==> src/rtl/slp_pkg.sv <==
// Shared types for the sleep clock-stop handshake controller.
// Assumes: nothing beyond IEEE 1800-2017 elaboration.
package slp_pkg;

    // Controller phases; encoding carries no external meaning.
    typedef enum logic [1:0] {
        ST_RUN     = 2'd0,
        ST_QUIESCE = 2'd1,
        ST_READY   = 2'd2,
        ST_WAKE    = 2'd3
    } slp_state_t;

endpackage

==> src/rtl/slp_sync.sv <==
// Multi-stage level synchronizer for one asynchronous input.
// Assumes: STAGES >= 1; the input is a slowly changing level, not a pulse.
module slp_sync #(
    parameter int   STAGES    = 2,
    parameter logic RESET_VAL = 1'b1
) (
    input  logic clk,
    input  logic rst_n,
    input  logic d_i,
    output logic q_o
);

    logic [STAGES-1:0] chain_q;

    generate
        if (STAGES == 1) begin : g_single
            // Single flop capture of the asynchronous level.
            always_ff @(posedge clk) begin
                if (!rst_n) chain_q <= RESET_VAL;
                else        chain_q <= d_i;
            end
        end else begin : g_chain
            // Shift the level through the synchronizer chain.
            always_ff @(posedge clk) begin
                if (!rst_n) chain_q <= {STAGES{RESET_VAL}};
                else        chain_q <= {chain_q[STAGES-2:0], d_i};
            end
        end
    endgenerate

    assign q_o = chain_q[STAGES-1];

endmodule

==> src/rtl/slp_rst_hold.sv <==
// Stretches reset for internal logic to a minimum number of clocks.
// Assumes: HOLD_CYCLES >= 1; rst_n is synchronous to clk.
module slp_rst_hold #(
    parameter int HOLD_CYCLES = 8
) (
    input  logic clk,
    input  logic rst_n,
    output logic core_rst_n_o
);

    localparam int                HW       = $clog2(HOLD_CYCLES + 1);
    localparam logic [HW-1:0]     HOLD_END = HW'(HOLD_CYCLES);

    logic [HW-1:0] cnt_q;

    // Count edges since reset release, saturating at the hold length.
    always_ff @(posedge clk) begin
        if (!rst_n)                cnt_q <= '0;
        else if (cnt_q != HOLD_END) cnt_q <= cnt_q + HW'(1);
    end

    assign core_rst_n_o = (cnt_q == HOLD_END);

endmodule

==> src/rtl/slp_fsm.sv <==
// Sleep entry/exit sequencer: stop request, idle wait, clock release,
// wake with a stabilisation count.
// Assumes: run_en_s_i is already synchronous; STAB_CYCLES >= 1.
module slp_fsm
    import slp_pkg::*;
#(
    parameter int STAB_CYCLES = 16
) (
    input  logic clk,
    input  logic rst_n,
    input  logic run_en_s_i,
    input  logic idle_ack_i,
    input  logic core_ready_i,
    output logic quiesce_req_o,
    output logic osc_en_o
);

    localparam int            CW        = (STAB_CYCLES > 1) ? $clog2(STAB_CYCLES) : 1;
    localparam logic [CW-1:0] STAB_LAST = CW'(STAB_CYCLES - 1);

    slp_state_t    st_q, st_d;
    logic [CW-1:0] cnt_q, cnt_d;
    logic          osc_q, qreq_q;

    // Next-state and stabilisation-count decisions.
    always_comb begin
        st_d  = st_q;
        cnt_d = cnt_q;
        unique case (st_q)
            ST_RUN: begin
                if (!run_en_s_i && core_ready_i) st_d = ST_QUIESCE;
            end
            ST_QUIESCE: begin
                if (run_en_s_i)      st_d = ST_RUN;
                else if (idle_ack_i) st_d = ST_READY;
            end
            ST_READY: begin
                if (run_en_s_i) begin
                    st_d  = ST_WAKE;
                    cnt_d = STAB_LAST;
                end
            end
            ST_WAKE: begin
                if (cnt_q == '0) st_d  = ST_RUN;
                else             cnt_d = cnt_q - CW'(1);
            end
            default: st_d = ST_RUN;
        endcase
    end

    // State and count registers.
    always_ff @(posedge clk) begin
        if (!rst_n) begin
            st_q  <= ST_RUN;
            cnt_q <= '0;
        end else begin
            st_q  <= st_d;
            cnt_q <= cnt_d;
        end
    end

    // Registered outputs so the pins never glitch on state decode.
    always_ff @(posedge clk) begin
        if (!rst_n) begin
            osc_q  <= 1'b1;
            qreq_q <= 1'b0;
        end else begin
            osc_q  <= (st_d != ST_READY);
            qreq_q <= (st_d != ST_RUN);
        end
    end

    assign osc_en_o      = osc_q;
    assign quiesce_req_o = qreq_q;

endmodule

==> src/rtl/sleep_handshake_ctrl.sv <==
// Top of the sleep clock-stop handshake controller.
// Assumes: rst_n synchronous to clk; run_en_i asynchronous; clk is only
// stopped (low) while osc_en_o is 0.
module sleep_handshake_ctrl #(
    parameter int SYNC_STAGES     = 2,
    parameter int STAB_CYCLES     = 16,
    parameter int RST_HOLD_CYCLES = 8
) (
    input  logic clk,
    input  logic rst_n,
    input  logic run_en_i,
    input  logic idle_ack_i,
    output logic quiesce_req_o,
    output logic osc_en_o,
    output logic core_rst_n_o
);

    logic run_en_s;

    slp_sync #(
        .STAGES    (SYNC_STAGES),
        .RESET_VAL (1'b1)
    ) u_sync (
        .clk   (clk),
        .rst_n (rst_n),
        .d_i   (run_en_i),
        .q_o   (run_en_s)
    );

    slp_rst_hold #(
        .HOLD_CYCLES (RST_HOLD_CYCLES)
    ) u_rst_hold (
        .clk          (clk),
        .rst_n        (rst_n),
        .core_rst_n_o (core_rst_n_o)
    );

    slp_fsm #(
        .STAB_CYCLES (STAB_CYCLES)
    ) u_fsm (
        .clk           (clk),
        .rst_n         (rst_n),
        .run_en_s_i    (run_en_s),
        .idle_ack_i    (idle_ack_i),
        .core_ready_i  (core_rst_n_o),
        .quiesce_req_o (quiesce_req_o),
        .osc_en_o      (osc_en_o)
    );

endmodule

==> config.mk <==
export PLATFORM = sky130hd
export DESIGN_NAME = sleep_handshake_ctrl
export DESIGN_NICKNAME = d
export VERILOG_FILES = /design/src/rtl/slp_pkg.sv /design/src/rtl/slp_sync.sv /design/src/rtl/slp_rst_hold.sv /design/src/rtl/slp_fsm.sv /design/src/rtl/sleep_handshake_ctrl.sv
export SDC_FILE = /design/constraint.sdc
export NUM_CORES = 1
export LEC_CHECK = 0
export ABC_CLOCK_PERIOD_IN_PS = 1850
export BUFFER_PORTS_ARGS = -buffer_cell sky130_fd_sc_hd__buf_2
export CORE_ASPECT_RATIO = 0.8
export CORE_MARGIN = 3
export CORE_UTILIZATION = 34
export CTS_CLUSTER_SIZE = 40
export DETAILED_ROUTE_END_ITERATION = 8
export GPL_ROUTABILITY_DRIVEN = 1
export HOLD_SLACK_MARGIN = 0.15
export PLACE_DENSITY = 0.55
export RECOVER_POWER = 50
export SYNTH_ARGS = -nofsm -noshare
export SYNTH_HDL_FRONTEND = slang
export SYNTH_SLANG_ARGS = --single-unit
==> constraint.sdc <==
create_clock -name clk -period 1.85 [get_ports clk]
set_input_delay 0.37 -clock clk [delete_from_list [all_inputs] [get_ports clk]]
set_output_delay 0.37 -clock clk [all_outputs]
set_load 0.1 [all_outputs]
==> impl_summary.txt <==
----------------------------------------------------
[Setup path]
  Endpoint of the worst-slack reg-to-reg timing path ... u_fsm.st_q[0]$_SDFF_PN0_
  Critical path startpoint category ... flip-flop
  FF-to-FF setup slack ... 0.21 ns
  Critical path peak fanout ... 6
  Critical Path End Type ... output pin
  Data required time at the worst endpoint ... 1.48 ns
  Worst EP arrival ... 1.38 ns
  Classification of the worst setup path ... reg2out
  Reg-to-reg critical path startpoint ... u_fsm.cnt_q[0]$_SDFFE_PN0P_
  R2r worst-path depth ... 5

[Power and ir drop]
  Cell internal power dissipation ... 0.000399 W
  Leakage power ... 0.280 nW
  Share of total power in the clock network ... 32.3%
  PwrDens ... 714 mW/mm²
  Gate power share ... 6.1%
  Psw ... 0.000113 W
  Proportion of total power due to net switching ... 22.0%
  Largest voltage drop on the vdd net ... 0.509 mV
  Relative contribution of sequential cells to total power ... 61.7%

[Outcome]
  Outcome ... finished clean

[Detailed routing]
  DRC ... 0
  Total routed wirelength ... 1050 µm
  1st-pass router iterations ... 4
  Vias ... 475
  Antenna-violating nets left ... 0
  Per-cell via count in the routed design ... 4.95
  First-iteration detailed-routing DRC count ... 8
  Routed WL per cell ... 11.0 µm

[Synthesis]
  Area leader, netlist ... sky130_fd_sc_hd__dfxtp_1
  Mapped Area ... 627 µm²
  Cell with the most instances after synthesis ... sky130_fd_sc_hd__dfxtp_1
  Post-synthesis instance total ... 66
  Share of synthesized area occupied by flip-flops and latches ... 44.7%
  Count of warnings emitted by yosys ... 0
  Post-synth ARST share ... 0%
  Count of flip-flops with a built-in enable after synthesis ... 0
  Post-synth net total ... 73
  Avg Cell Area, Syn ... 9.50 µm²
  Synth cell count leaders ... sky130_fd_sc_hd__dfxtp_1 (14), sky130_fd_sc_hd__inv_1 (5), sky130_fd_sc_hd__a211oi_1 (4), sky130_fd_sc_hd__nand3_1 (4), sky130_fd_sc_hd__nor2_1 (4)
  Number of flip-flops and latches in the synthesized netlist ... 14
  Share of the synthesized area in the top cell type ... 44.7%
  Flip-flop cell with the highest count after synthesis ... sky130_fd_sc_hd__dfxtp_1
  Library cells used by synthesis ... 28
  Largest cells by area after synthesis ... sky130_fd_sc_hd__dfxtp_1 (45%), sky130_fd_sc_hd__ha_1 (6.0%), sky130_fd_sc_hd__a211oi_1 (4.8%)

[Clocking]
  Buffer depth of the longest clock path ... 2
  Cell chosen for the clock root ... sky130_fd_sc_hd__clkbuf_4
  CTS tree ... yes
  Clock transition at path regs ... 0.07 ns
  Number of buffers created by CTS ... 3
  Number of cells upsized or downsized after cts ... 0
  Worst-skew pair later-pin latency ... 0.27 ns
  Hold_buf cts ... 0
  Number of buffers added for setup after CTS ... 0
  Number of clock sinks ... 14
  Number of levels in the clock H-tree ... 1

[Global routing]
  Initial antenna violation count ... 0
  Vias in the first global route ... 462
  First-pass GRT wire length ... 1950 µm
  Maximum number of pins on one net before global-route repair ... 10
  Gr usage total ... 11.3%
  Residual overflow from global routing ... 0

[Timing]
  Slew HR ... 68.0%
  Worst clock skew ... 0.0106 ns
  Final critical path time including I/O delays and setup ... 1.75 ns
  Number of hold violations in the final report ... 0
  Final setup vio count ... 0
  Worst-margin pin slew ... 0.484 ns
  Min setup slack post-route ... 0.102 ns
  Accumulated negative setup slack ... 0 ns
  Setup repair after global routing missed its margin ... no
  Final worst-path cycle share ... 94.5%
  Maximum clock frequency ... 0.572 GHz
  Number of pins with negative max-slew slack in the final report ... 0

[Floorplanning]
  Die Span X ... 54.0 µm
  Core region area ... 0.00168 mm²
  Num ports ... 7
  Area of the die ... 0.00240 mm²
  Vertical extent of the die ... 44.4 µm
  Initial Utilization ... 37.4%
  Placement row count ... 13

[Placement]
  Routability congestion estimate ... 0.813
  Cell count after placement ... 93
  Half-perimeter wire length of the detailed placement result ... 810 µm
  Setup WS pre-CTS ... 0.242 ns
  Count of buffers from port buffering ... 6

[Hold path]
  Hold Path Depth ... 2
  Launch point of the worst hold path ... run_en_i
  Endpoint with the worst hold slack ... u_sync.chain_q[0]$_SDFF_PN1_
  Worst min-delay path category ... in2reg

[Cells and area]
  Antenna diodes ... 0
  Final std cells w/o fill ... 96
  Layout-stage area growth over the synthesis result ... 14.4%
  Filler Cells Inserted ... 180
  Register area ... 280 µm²
  Total number of nets in the final design ... 83
  Footprint of the multi-input gates ... 312 µm²
  Proportion of layout cells with a drive suffix above 1 ... 17.6%
  End-of-flow core utilization ... 42.8%

[Flow run]
  Number of maximum-capacitance constraint violations ... 0

----------------------------------------------------
-- flip-flops by register name (all words and copies together) (netlist names) --
signal and cells:
u_fsm.cnt_q 4, u_rst_hold.cnt_q 4, u_fsm.st_q 2, u_sync.chain_q 2, u_fsm.osc_en_o 1, u_fsm.quiesce_req_o 1
-- kinds of logic (layout without fill, tap and decap cells) --
| logic type | count (synthesis) | in the layout | share of synthesized area (%) |
|---|---|---|---|
| and+or+nand+nor | 22 | 22 | 20.6 |
| DFF | 14 | 14 | 44.7 |
| AOI/OAI and AO/OA | 13 | 13 | 14.6 |
| xor gates and xnor gates | 4 | 4 | 5.59 |
| adders and majority gates | 3 | 3 | 5.99 |
| buffers and inverters | 8 | 16 | 5.19 |
| muxes | 2 | 2 | 3.39 |
-- critical path, cell delays in order (launching register included) --
cell                      delay [ns]
sky130_fd_sc_hd__dfxtp_1        0.33
sky130_fd_sc_hd__inv_1          0.09
sky130_fd_sc_hd__ha_1           0.14
sky130_fd_sc_hd__and3b_1        0.33
sky130_fd_sc_hd__buf_12         0.22
-- area by class of cell --
class / instances / area share, %
Timing Repair Buffer: 7 / 7.33
Multi-Input combinational cell: 44 / 43.5
Sequential cell: 14 / 39.1
Inverter: 6 / 3.14
Tap cell: 22 / 3.84
Clock buffer: 3 / 3.14
-- power by group through the flow --
stage	clock network (W)	registers, W	logic [W]
floorplan	0	0.000321	0.0000199
global placement	0	0.000323	0.0000304
detailed placement	0	0.000323	0.0000312
CTS	0.000174	0.000316	0.0000313
global route	0.000197	0.000317	0.0000358
finish	0.000165	0.000316	0.0000311
-- stage by stage --
stage / total power, W / hold WS, ns / area [µm²]
floorplan: 0.000341 / 0.386 / 627
global placement: 0.000354 / 0.389 / 697
detailed placement: 0.000354 / 0.392 / 697
CTS: 0.000522 / 0.271 / 719
global route: 0.000550 / 0.278 / 717
finish: 0.000512 / 0.279 / 717
-- metal layers --
metal	vias up	wire length (µm)	share of wire, %	global-route usage, %
li1	251	-	-	-
met4	0	0	0	1.49
met1	215	566	54	14.8
met5	-	0	0	0
met2	9	425	40	16.2
met3	0	60	5.7	7.07
-- worst max path at each step --
stage,endpoint,cells after the start,slack [ns],startpoint
final,core_rst_n_o,4,0.10,u_rst_hold.cnt_q[0]$_SDFFE_PN0P_
after floorplan,u_fsm.st_q[0]$_SDFF_PN0_,6,0.08,u_rst_hold.cnt_q[0]$_SDFFE_PN0P_
after global placement,u_fsm.st_q[0]$_SDFF_PN0_,5,0.26,u_rst_hold.cnt_q[0]$_SDFFE_PN0P_
after detailed placement,u_fsm.st_q[0]$_SDFF_PN0_,5,0.24,u_fsm.cnt_q[0]$_SDFFE_PN0P_
after CTS,core_rst_n_o,4,0.08,u_rst_hold.cnt_q[0]$_SDFFE_PN0P_
after global routing,core_rst_n_o,4,0.003,u_rst_hold.cnt_q[0]$_SDFFE_PN0P_
-- cell usage in the layout (no fill, tap or decap), types with 2 or more instances in the layout --
master | netlist | final
sky130_fd_sc_hd__clkbuf_4 | 0 | 3
sky130_fd_sc_hd__nand3_1 | 4 | 4
sky130_fd_sc_hd__nor2_1 | 4 | 4
sky130_fd_sc_hd__buf_2 | 2 | 5
sky130_fd_sc_hd__dfxtp_1 | 14 | 14
sky130_fd_sc_hd__a21oi_1 | 3 | 3
sky130_fd_sc_hd__and3b_1 | 2 | 2
sky130_fd_sc_hd__a211oi_1 | 4 | 4
sky130_fd_sc_hd__ha_1 | 3 | 3
sky130_fd_sc_hd__nand2_1 | 2 | 2
sky130_fd_sc_hd__inv_1 | 5 | 5
sky130_fd_sc_hd__xnor2_1 | 3 | 3
sky130_fd_sc_hd__nand2b_1 | 2 | 2
sky130_fd_sc_hd__nor4_1 | 2 | 2
sky130_fd_sc_hd__o21ai_0 | 2 | 2
Note: power is estimated with default switching activity, not from simulation.
